File: src/rtl/cyc_lock_pkg.sv
package cyc_lock_pkg;
  localparam int DEF_CNT_W  = 16;
  localparam int DEF_FRAC_W = 8;
  localparam int DEF_GAIN_W = 10;

  typedef enum logic {
    LK_SEEK = 1'b0,
    LK_HELD = 1'b1
  } lock_state_e;
endpackage

File: src/rtl/phase_capture.sv
module phase_capture #(
  parameter int CNT_W = 16
) (
  input  logic                    clk,
  input  logic                    rst_n,
  input  logic                    frame_i,
  input  logic [CNT_W-1:0]        count_i,
  input  logic [CNT_W-1:0]        period_i,
  input  logic [CNT_W-1:0]        margin_i,
  output logic                    edge_o,
  output logic signed [CNT_W:0]   err_c_o,
  output logic signed [CNT_W:0]   err_q_o,
  output logic                    stale_o
);
  localparam int GAP_W = CNT_W + 2;

  logic             frame_q;
  logic [CNT_W-1:0] half;
  logic [GAP_W-1:0] gap_q;
  logic [GAP_W-1:0] win;
  logic [CNT_W:0]   err_mag;

  always_ff @(posedge clk) begin
    if (!rst_n) frame_q <= 1'b0;
    else        frame_q <= frame_i;
  end

  assign edge_o = frame_i & ~frame_q;
  assign half   = period_i >> 1;

  // late strobe is positive, early strobe wraps to negative
  always_comb begin
    if (count_i <= half)
      err_c_o = $signed({1'b0, count_i});
    else
      err_c_o = $signed({1'b0, count_i}) - $signed({1'b0, period_i});
  end

  always_ff @(posedge clk) begin
    if (!rst_n)      err_q_o <= '0;
    else if (edge_o) err_q_o <= err_c_o;
  end

  // strobe silence window: one period plus the clamp margin
  assign win = {2'b00, period_i} + {2'b00, margin_i};

  always_ff @(posedge clk) begin
    if (!rst_n)           gap_q <= '0;
    else if (edge_o)      gap_q <= '0;
    else if (gap_q < win) gap_q <= gap_q + 1'b1;
  end

  assign stale_o = (gap_q >= win);
  assign err_mag = err_q_o[CNT_W] ? $unsigned(-err_q_o) : $unsigned(err_q_o);


  err_hold_chk: assert property (@(posedge clk) disable iff (!rst_n)
    !edge_o |=> $stable(err_q_o));


  err_bound_chk: assert property (@(posedge clk) disable iff (!rst_n)
    edge_o |=> (err_mag <= {1'b0, $past(half)}));
endmodule

File: src/rtl/pi_ctrl.sv
module pi_ctrl #(
  parameter int CNT_W  = 16,
  parameter int FRAC_W = 8,
  parameter int GAIN_W = 10,
  parameter int U_W    = CNT_W + FRAC_W + GAIN_W + 2
) (
  input  logic                  clk,
  input  logic                  rst_n,
  input  logic                  edge_i,
  input  logic signed [CNT_W:0] err_i,
  input  logic [GAIN_W-1:0]     kp_i,
  input  logic [GAIN_W-1:0]     ki_i,
  input  logic [CNT_W-1:0]      margin_i,
  output logic signed [U_W-1:0] u_o
);
  logic signed [U_W-1:0] err_w, kp_w, ki_w, lim_w;
  logic signed [U_W-1:0] acc_q, p_q, acc_sum, acc_nxt;

  assign err_w = {{(U_W-CNT_W-1){err_i[CNT_W]}}, err_i};
  assign kp_w  = {{(U_W-GAIN_W){1'b0}}, kp_i};
  assign ki_w  = {{(U_W-GAIN_W){1'b0}}, ki_i};
  assign lim_w = {{(U_W-CNT_W-FRAC_W){1'b0}}, margin_i, {FRAC_W{1'b0}}};

  assign acc_sum = acc_q + ki_w * err_w;

  // anti-windup: integrator never leaves the clamp range
  always_comb begin
    if (acc_sum > lim_w)       acc_nxt = lim_w;
    else if (acc_sum < -lim_w) acc_nxt = -lim_w;
    else                       acc_nxt = acc_sum;
  end

  always_ff @(posedge clk) begin
    if (!rst_n) begin
      acc_q <= '0;
      p_q   <= '0;
    end else if (edge_i) begin
      acc_q <= acc_nxt;
      p_q   <= kp_w * err_w;
    end
  end

  assign u_o = acc_q + p_q;


  acc_bound_chk: assert property (@(posedge clk) disable iff (!rst_n)
    (acc_q <= lim_w) && (acc_q >= -lim_w));


  acc_hold_chk: assert property (@(posedge clk) disable iff (!rst_n)
    !edge_i |=> $stable(acc_q));
endmodule

File: src/rtl/reload_gen.sv
module reload_gen #(
  parameter int CNT_W  = 16,
  parameter int FRAC_W = 8,
  parameter int U_W    = 36
) (
  input  logic                  clk,
  input  logic                  rst_n,
  input  logic [CNT_W-1:0]      nominal_i,
  input  logic [CNT_W-1:0]      margin_i,
  input  logic signed [U_W-1:0] u_i,
  output logic [CNT_W-1:0]      count_o,
  output logic [CNT_W-1:0]      period_o,
  output logic                  cycle_o
);
  logic [CNT_W-1:0]      count_q, period_q, period_nxt;
  logic [FRAC_W-1:0]     frac_q;
  logic [FRAC_W:0]       frac_sum;
  logic                  wrap;
  logic signed [U_W-1:0] u_int, nom_w, mar_w, carry_w, raw, lo, hi;

  assign wrap     = (count_q >= period_q - 1'b1);
  assign frac_sum = {1'b0, frac_q} + {1'b0, u_i[FRAC_W-1:0]};

  assign u_int   = u_i >>> FRAC_W;
  assign nom_w   = {{(U_W-CNT_W){1'b0}}, nominal_i};
  assign mar_w   = {{(U_W-CNT_W){1'b0}}, margin_i};
  assign carry_w = {{(U_W-1){1'b0}}, frac_sum[FRAC_W]};
  assign raw     = nom_w + u_int + carry_w;
  assign lo      = nom_w - mar_w;
  assign hi      = nom_w + mar_w;

  always_comb begin
    if (raw > hi)      period_nxt = hi[CNT_W-1:0];
    else if (raw < lo) period_nxt = lo[CNT_W-1:0];
    else               period_nxt = raw[CNT_W-1:0];
  end

  always_ff @(posedge clk) begin
    if (!rst_n) begin
      count_q  <= '0;
      period_q <= nominal_i;
      frac_q   <= '0;
    end else if (wrap) begin
      count_q  <= '0;
      period_q <= period_nxt;
      frac_q   <= frac_sum[FRAC_W-1:0];
    end else begin
      count_q  <= count_q + 1'b1;
    end
  end

  assign count_o  = count_q;
  assign period_o = period_q;
  assign cycle_o  = (count_q == '0);


  count_bound_chk: assert property (@(posedge clk) disable iff (!rst_n)
    count_q < period_q);


  pulse_single_chk: assert property (@(posedge clk) disable iff (!rst_n)
    cycle_o |=> !cycle_o);


  period_range_chk: assert property (@(posedge clk) disable iff (!rst_n)
    (period_q >= nominal_i - margin_i) && (period_q <= nominal_i + margin_i));
endmodule

File: src/rtl/lock_mon.sv
module lock_mon #(
  parameter int CNT_W   = 16,
  parameter int RUN_N   = 8,
  parameter int TOL     = 2
) (
  input  logic                  clk,
  input  logic                  rst_n,
  input  logic                  edge_i,
  input  logic signed [CNT_W:0] err_i,
  input  logic                  stale_i,
  output logic                  lock_o
);
  import cyc_lock_pkg::*;

  localparam int RUN_W = $clog2(RUN_N + 1);
  localparam logic [RUN_W-1:0]      RUN_MAX  = RUN_W'(RUN_N);
  localparam logic [RUN_W-1:0]      RUN_LAST = RUN_W'(RUN_N - 1);
  localparam logic signed [CNT_W:0] TOL_W    = (CNT_W+1)'(TOL);

  logic [RUN_W-1:0] run_q;
  lock_state_e      st_q;
  logic             in_tol;

  assign in_tol = (err_i <= TOL_W) && (err_i >= -TOL_W);

  always_ff @(posedge clk) begin
    if (!rst_n) begin
      run_q <= '0;
      st_q  <= LK_SEEK;
    end else if (edge_i) begin
      if (in_tol) begin
        run_q <= (run_q == RUN_MAX) ? run_q : run_q + 1'b1;
        st_q  <= (run_q >= RUN_LAST) ? LK_HELD : LK_SEEK;
      end else begin
        run_q <= '0;
        st_q  <= LK_SEEK;
      end
    end else if (stale_i) begin
      run_q <= '0;
      st_q  <= LK_SEEK;
    end
  end

  assign lock_o = (st_q == LK_HELD);


  lock_rise_chk: assert property (@(posedge clk) disable iff (!rst_n)
    $rose(lock_o) |-> $past(edge_i));


  miss_drop_chk: assert property (@(posedge clk) disable iff (!rst_n)
    (edge_i && !in_tol) |=> !lock_o);


  stale_drop_chk: assert property (@(posedge clk) disable iff (!rst_n)
    (stale_i && !edge_i) |=> !lock_o);
endmodule

File: src/rtl/cyc_lock_timer.sv
module cyc_lock_timer #(
  parameter int CNT_W     = cyc_lock_pkg::DEF_CNT_W,
  parameter int FRAC_W    = cyc_lock_pkg::DEF_FRAC_W,
  parameter int GAIN_W    = cyc_lock_pkg::DEF_GAIN_W,
  parameter int CLAMP_DIV = 100,
  parameter int LOCK_RUN  = 8,
  parameter int LOCK_TOL  = 2
) (
  input  logic                clk,
  input  logic                rst_n,
  input  logic                frame_i,
  input  logic [CNT_W-1:0]    nominal_i,
  input  logic [GAIN_W-1:0]   kp_i,
  input  logic [GAIN_W-1:0]   ki_i,
  output logic                cycle_o,
  output logic signed [CNT_W:0] phase_err_o,
  output logic                lock_o
);
  localparam int U_W = CNT_W + FRAC_W + GAIN_W + 2;
  localparam logic [CNT_W-1:0] DIV = CNT_W'(CLAMP_DIV);

  logic [CNT_W-1:0]      margin, count, period;
  logic                  strobe, stale;
  logic signed [CNT_W:0] err_c;
  logic signed [U_W-1:0] u;

  assign margin = nominal_i / DIV;

  phase_capture #(.CNT_W(CNT_W)) u_cap (
    .clk(clk), .rst_n(rst_n), .frame_i(frame_i),
    .count_i(count), .period_i(period), .margin_i(margin),
    .edge_o(strobe), .err_c_o(err_c), .err_q_o(phase_err_o), .stale_o(stale)
  );

  pi_ctrl #(.CNT_W(CNT_W), .FRAC_W(FRAC_W), .GAIN_W(GAIN_W), .U_W(U_W)) u_pi (
    .clk(clk), .rst_n(rst_n), .edge_i(strobe), .err_i(err_c),
    .kp_i(kp_i), .ki_i(ki_i), .margin_i(margin), .u_o(u)
  );

  reload_gen #(.CNT_W(CNT_W), .FRAC_W(FRAC_W), .U_W(U_W)) u_rld (
    .clk(clk), .rst_n(rst_n), .nominal_i(nominal_i), .margin_i(margin),
    .u_i(u), .count_o(count), .period_o(period), .cycle_o(cycle_o)
  );

  lock_mon #(.CNT_W(CNT_W), .RUN_N(LOCK_RUN), .TOL(LOCK_TOL)) u_lock (
    .clk(clk), .rst_n(rst_n), .edge_i(strobe), .err_i(err_c),
    .stale_i(stale), .lock_o(lock_o)
  );
endmodule

File: config.mk
export PLATFORM = sky130hd
export DESIGN_NAME = cyc_lock_timer
export DESIGN_NICKNAME = d
export VERILOG_FILES = /design/src/rtl/cyc_lock_pkg.sv /design/src/rtl/phase_capture.sv /design/src/rtl/pi_ctrl.sv /design/src/rtl/reload_gen.sv /design/src/rtl/lock_mon.sv /design/src/rtl/cyc_lock_timer.sv
export SDC_FILE = /design/constraint.sdc
export NUM_CORES = 2
export LEC_CHECK = 0
export CAP_MARGIN = 20
export CORE_MARGIN = 5
export CORE_UTILIZATION = 50
export DETAILED_ROUTE_END_ITERATION = 8
export MAX_ROUTING_LAYER = met4
export PLACE_DENSITY_LB_ADDON = 0.12
export RECOVER_POWER = 50
export SYNTH_ARGS = -nofsm -noshare
export SYNTH_HDL_FRONTEND = slang
export SYNTH_HIERARCHICAL = 1
export SYNTH_SLANG_ARGS = --single-unit
File: constraint.sdc
create_clock -name clk -period 11.17 [get_ports clk]
set_clock_uncertainty 0.05 [all_clocks]
set_input_delay 2.7925 -clock clk [delete_from_list [all_inputs] [get_ports clk]]
set_output_delay 2.7925 -clock clk [all_outputs]
set_load 0.02 [all_outputs]
==> flow_results.xml <==
<?xml version="1.0" encoding="UTF-8"?>
<metrics>
  <group name="run_status">
    <metric name="status" unit="">finished with violations</metric>
    <metric name="failed_checks" unit="">setup timing</metric>
  </group>
  <group name="floorplan">
    <metric name="rows" unit="">95</metric>
    <metric name="start_util" unit="%">50.52</metric>
    <metric name="design.die.area" unit="sq um">73290</metric>
    <metric name="die_h" unit="um">270.7</metric>
    <metric name="floorplan.core_area" unit="sq um">67280</metric>
    <metric name="floorplan.die.width" unit="um">270.7</metric>
    <metric name="num_io_pins" unit="">58</metric>
  </group>
  <group name="clocking">
    <metric name="ctsRootBufferMaster" unit="">sky130_fd_sc_hd__clkbuf_16</metric>
    <metric name="clock_h_tree_levels" unit="">4</metric>
    <metric name="hold_buffers" unit="">0</metric>
    <metric name="tritoncts" unit="">yes</metric>
    <metric name="worst_setup_hold_path_clk_slew" unit="ns">0.07</metric>
    <metric name="clock_sinks" unit="">145</metric>
    <metric name="clock_insertion_delay_worst_skew" unit="ns">0.48</metric>
    <metric name="clockBufferDepth" unit="">2</metric>
    <metric name="numCtsBuffers" unit="">17</metric>
  </group>
  <group name="timing">
    <metric name="worst_slew_margin_rel" unit="%">29.42</metric>
    <metric name="final.period_utilization" unit="%">103.3</metric>
    <metric name="setup-violations-final" unit="">51</metric>
    <metric name="drv_slew" unit="">0</metric>
    <metric name="grt_setup_unrepaired" unit="">true</metric>
    <metric name="post-route-worst-setup-slack" unit="ns">-0.3635</metric>
    <metric name="achievable-frequency" unit="GHz">0.08670</metric>
    <metric name="finalHoldViolations" unit="">0</metric>
    <metric name="fin_worst_hold_slack" unit="ns">0.4201</metric>
    <metric name="finalSetupTns" unit="ns">-7.704</metric>
    <metric name="final.min_clock_period" unit="ns">11.53</metric>
    <metric name="tightest_slew" unit="ns">1.059</metric>
  </group>
  <group name="placement">
    <metric name="io_buffer_count" unit="">57</metric>
    <metric name="dpl_cell_area" unit="sq um">38720</metric>
    <metric name="final_estimated_routing_congestion_in_global_placement" unit="">0.9225</metric>
    <metric name="dp.final_hpwl" unit="um">81340</metric>
  </group>
  <group name="detailed_routing">
    <metric name="route.vias.total" unit="">30830</metric>
    <metric name="routed_via_density" unit="">5.592</metric>
    <metric name="detail_route.wirelength" unit="um">100300</metric>
    <metric name="post-route-drc-count" unit="">0</metric>
    <metric name="drtIter0Drc" unit="">2223</metric>
    <metric name="detail_route.wl_per_cell" unit="um">18.19</metric>
    <metric name="number_of_iterations_in_the_first_detailed_routing_pass" unit="">5</metric>
    <metric name="number_of_antenna_violating_nets_in_the_routed_design" unit="">0</metric>
  </group>
  <group name="power_and_ir_drop">
    <metric name="switching_share" unit="%">46.46</metric>
    <metric name="power.internal" unit="mW">2.542</metric>
    <metric name="switchingPower" unit="mW">2.206</metric>
    <metric name="vdd_drop_max" unit="mV">0.1823</metric>
    <metric name="design_power_total" unit="mW">4.748</metric>
    <metric name="sequentialPowerShare" unit="%">12.8</metric>
    <metric name="clockPowerShare" unit="%">12.7</metric>
    <metric name="power.density_cell_area" unit="nW/um^2">115.1</metric>
    <metric name="power.static_leakage" unit="nW">19.93</metric>
    <metric name="share_comb_of_total_power" unit="%">74.5</metric>
  </group>
  <group name="critical_path">
    <metric name="critical-path-max-stage-delay" unit="ns">0.45</metric>
    <metric name="worst_setup_path_end_kind" unit="">register</metric>
    <metric name="worstPathMaxFanout" unit="">11</metric>
    <metric name="arrival" unit="ns">11.70</metric>
    <metric name="timing_worst_setup_path_type" unit="">primary input to register</metric>
    <metric name="worst-endpoint-required" unit="ns">11.34</metric>
    <metric name="reg_to_reg_setup_timing_slack" unit="ns">0.24</metric>
    <metric name="critical-path-slowest-cell" unit="">sky130_fd_sc_hd__or3_4</metric>
    <metric name="worst_setup_path_start_kind" unit="">primary input</metric>
  </group>
  <group name="logic_synthesis">
    <metric name="synth_area_per_cell" unit="sq um">8.178</metric>
    <metric name="synth-warning-count" unit="">6</metric>
    <metric name="synthesis.instances" unit="">4156</metric>
    <metric name="synth-seq-area-share" unit="%">9.012</metric>
    <metric name="ys_dominant_reg_cell" unit="">sky130_fd_sc_hd__dfxtp_1</metric>
    <metric name="synth_area" unit="sq um">33990</metric>
    <metric name="netlist-cell-type-count" unit="">136</metric>
    <metric name="async_reset_ff_share" unit="%">0</metric>
    <metric name="synth.ff_latch_count" unit="">145</metric>
    <metric name="synth-edff-count" unit="">16</metric>
  </group>
  <group name="layout">
    <metric name="nNetsFinal" unit="">5436</metric>
    <metric name="layout_commonest_cell" unit="">sky130_fd_sc_hd__inv_1</metric>
    <metric name="finish.utilization" unit="%">61.32</metric>
    <metric name="post_route_cells_drive_above_1_share" unit="%">18.35</metric>
    <metric name="most-common-layout-cells" unit="">sky130_fd_sc_hd__inv_1 (626), sky130_fd_sc_hd__buf_4 (468), sky130_fd_sc_hd__ha_1 (393)</metric>
    <metric name="final_area" unit="sq um">41250</metric>
    <metric name="synthToLayoutAreaGrowth" unit="%">21.38</metric>
  </group>
  <group name="grt">
    <metric name="gr-usage-all-layers" unit="%">27.47</metric>
    <metric name="met2_usage" unit="%">43.50</metric>
    <metric name="globalRouteOverflowTotal" unit="">0</metric>
    <metric name="gr-max-usage-layer" unit="">met2</metric>
    <metric name="grt_util_met1" unit="%">37.45</metric>
    <metric name="grt_pass1_vias" unit="">30420</metric>
    <metric name="grt_pass1_wl" unit="um">161100</metric>
    <metric name="number_of_antenna_violations_at_the_first_check_in_global_routing" unit="">1</metric>
    <metric name="met3_usage" unit="%">3.456</metric>
    <metric name="grt_max_degree" unit="">50</metric>
  </group>
  <group name="min_path">
    <metric name="worstHoldPathType" unit="">register to register</metric>
  </group>
  <group name="job">
    <metric name="maxCapViolations" unit="">0</metric>
  </group>
</metrics>
[routing by layer]
layer / up-vias / share of wire [%] / routed length (um)
li1: 14990 / - / -
met1: 15010 / 46 / 46380
met2: 717 / 46 / 46440
met3: 102 / 4.7 / 4705
met4: 0 / 2.8 / 2760
met5: - / 0 / 0
[power groups by stage]
stage / clock (mW) / combinational (mW) / sequential (mW)
6_report: 0.604 / 3.54 / 0.608
5_1_grt: 0.639 / 3.86 / 0.610
3_3_place_gp: 0 / 3.07 / 0.619
2_1_floorplan: 0 / 1.84 / 0.604
3_5_place_dp: 0 / 3.09 / 0.619
4_1_cts: 0.613 / 3.28 / 0.607
[cells by family after synthesis]
group,count (synthesis),share of synthesized area (%)
AND/OR/NAND/NOR,1275,19.24
AO/OA/AOI/OAI,894,18.62
buffers and inverters,801,9.259
adder cells (fa/ha/maj),774,36.74
XOR/XNOR,217,5.614
flip-flops,145,9.012
multiplexers,49,1.502
other,1,0.01103
[state kept, by name, indices dropped and copies added (netlist names)]
signal,count
u_cap/gap_q,18
u_rld/period_o,16
u_rld/count_o,16
u_rld/frac_q,8
u_cap/err_q_o,17
u_lock/run_q,4
u_lock/lock_o,1
u_pi/acc_q,36
u_pi/p_q,28
u_cap/frame_q,1
[through the flow]
step	instances	worst slack (ns)
5_1_grt	5512	-0.7070
3_3_place_gp	5400	-1.242
3_5_place_dp	5400	-1.291
2_1_floorplan	4198	-0.04266
4_1_cts	5485	-0.1661
6_report	5512	-0.3635
[worst max-delay path: cells and delay by family]
kind | cells | cell delay [ns]
XOR/XNOR | 1 | 0.17
AND/OR/NAND/NOR | 11 | 2.16
buffers and inverters | 6 | 0.86
AO/OA/AOI/OAI | 21 | 4.53
adder cells (fa/ha/maj) | 3 | 0.81
multiplexers | 1 | 0.35
[synthesized netlist by cell type, drive strengths merged (13+ instances only)]
cell | n | area share, %
inv | 632 | 7.0
ha | 398 | 15
fa | 374 | 22
nand2 | 372 | 4.1
nor2 | 235 | 2.6
a21oi | 220 | 3.3
and2 | 172 | 3.2
xnor2 | 157 | 4.1
o21ai | 147 | 2.2
dfxtp | 129 | 7.6
clkbuf | 119 | 1.3
nor3 | 103 | 1.6
a21o | 90 | 2.0
nand3 | 79 | 1.2
nor2b | 62 | 1.1
xor2 | 60 | 1.5
buf | 47 | 0.89
nand4 | 46 | 0.87
o21a | 46 | 1.0
a31oi | 39 | 0.72
nor4 | 39 | 0.87
mux2i | 36 | 1.1
a211oi | 34 | 0.81
and3 | 32 | 0.59
nand2b | 31 | 0.59
o211ai | 31 | 0.71
a22oi | 28 | 0.66
or2 | 27 | 0.50
o31ai | 23 | 0.54
o21bai | 22 | 0.49
a221oi | 18 | 0.53
o211a | 18 | 0.53
edfxtp | 16 | 1.4
nand3b | 16 | 0.35
or3 | 14 | 0.30
mux2 | 13 | 0.44
o221ai | 13 | 0.39
[final timing paths]
kind / start / endpoint / depth (start not counted)
worst min-delay path: u_cap/err_q_o[14] / u_cap/err_q_o[14] / 2
worst min register to register: u_cap/err_q_o[14] / u_cap/err_q_o[14] / 2
worst max-delay path: nominal_i[14] / u_rld/period_o[12] / 43
worst max register to register: u_rld/period_o[11] / u_pi/acc_q[23] / 43
[cell type report]
type / count / area (sq um)
antenna: 1 / 2.502
clock buffer: 17 / 425.4
clock inverter: 15 / 196.4
fill: 6099 / 26020
inverter: 635 / 2399
multi-input combinational: 3253 / 29300
sequential: 145 / 3063
tap: 873 / 1092
timing repair buffer: 573 / 4771
[repair_timing]
| item | 4_1_cts | 5_1_grt |
|---|---|---|
| setup buffers | 53 | 27 |
| gates cloned | 3 | 4 |
| pin swaps | 104 | 93 |
| setup endpoints to repair | 75 | 75 |
| gates resized for setup | 140 | 145 |
(Power assumes the default switching activity.)
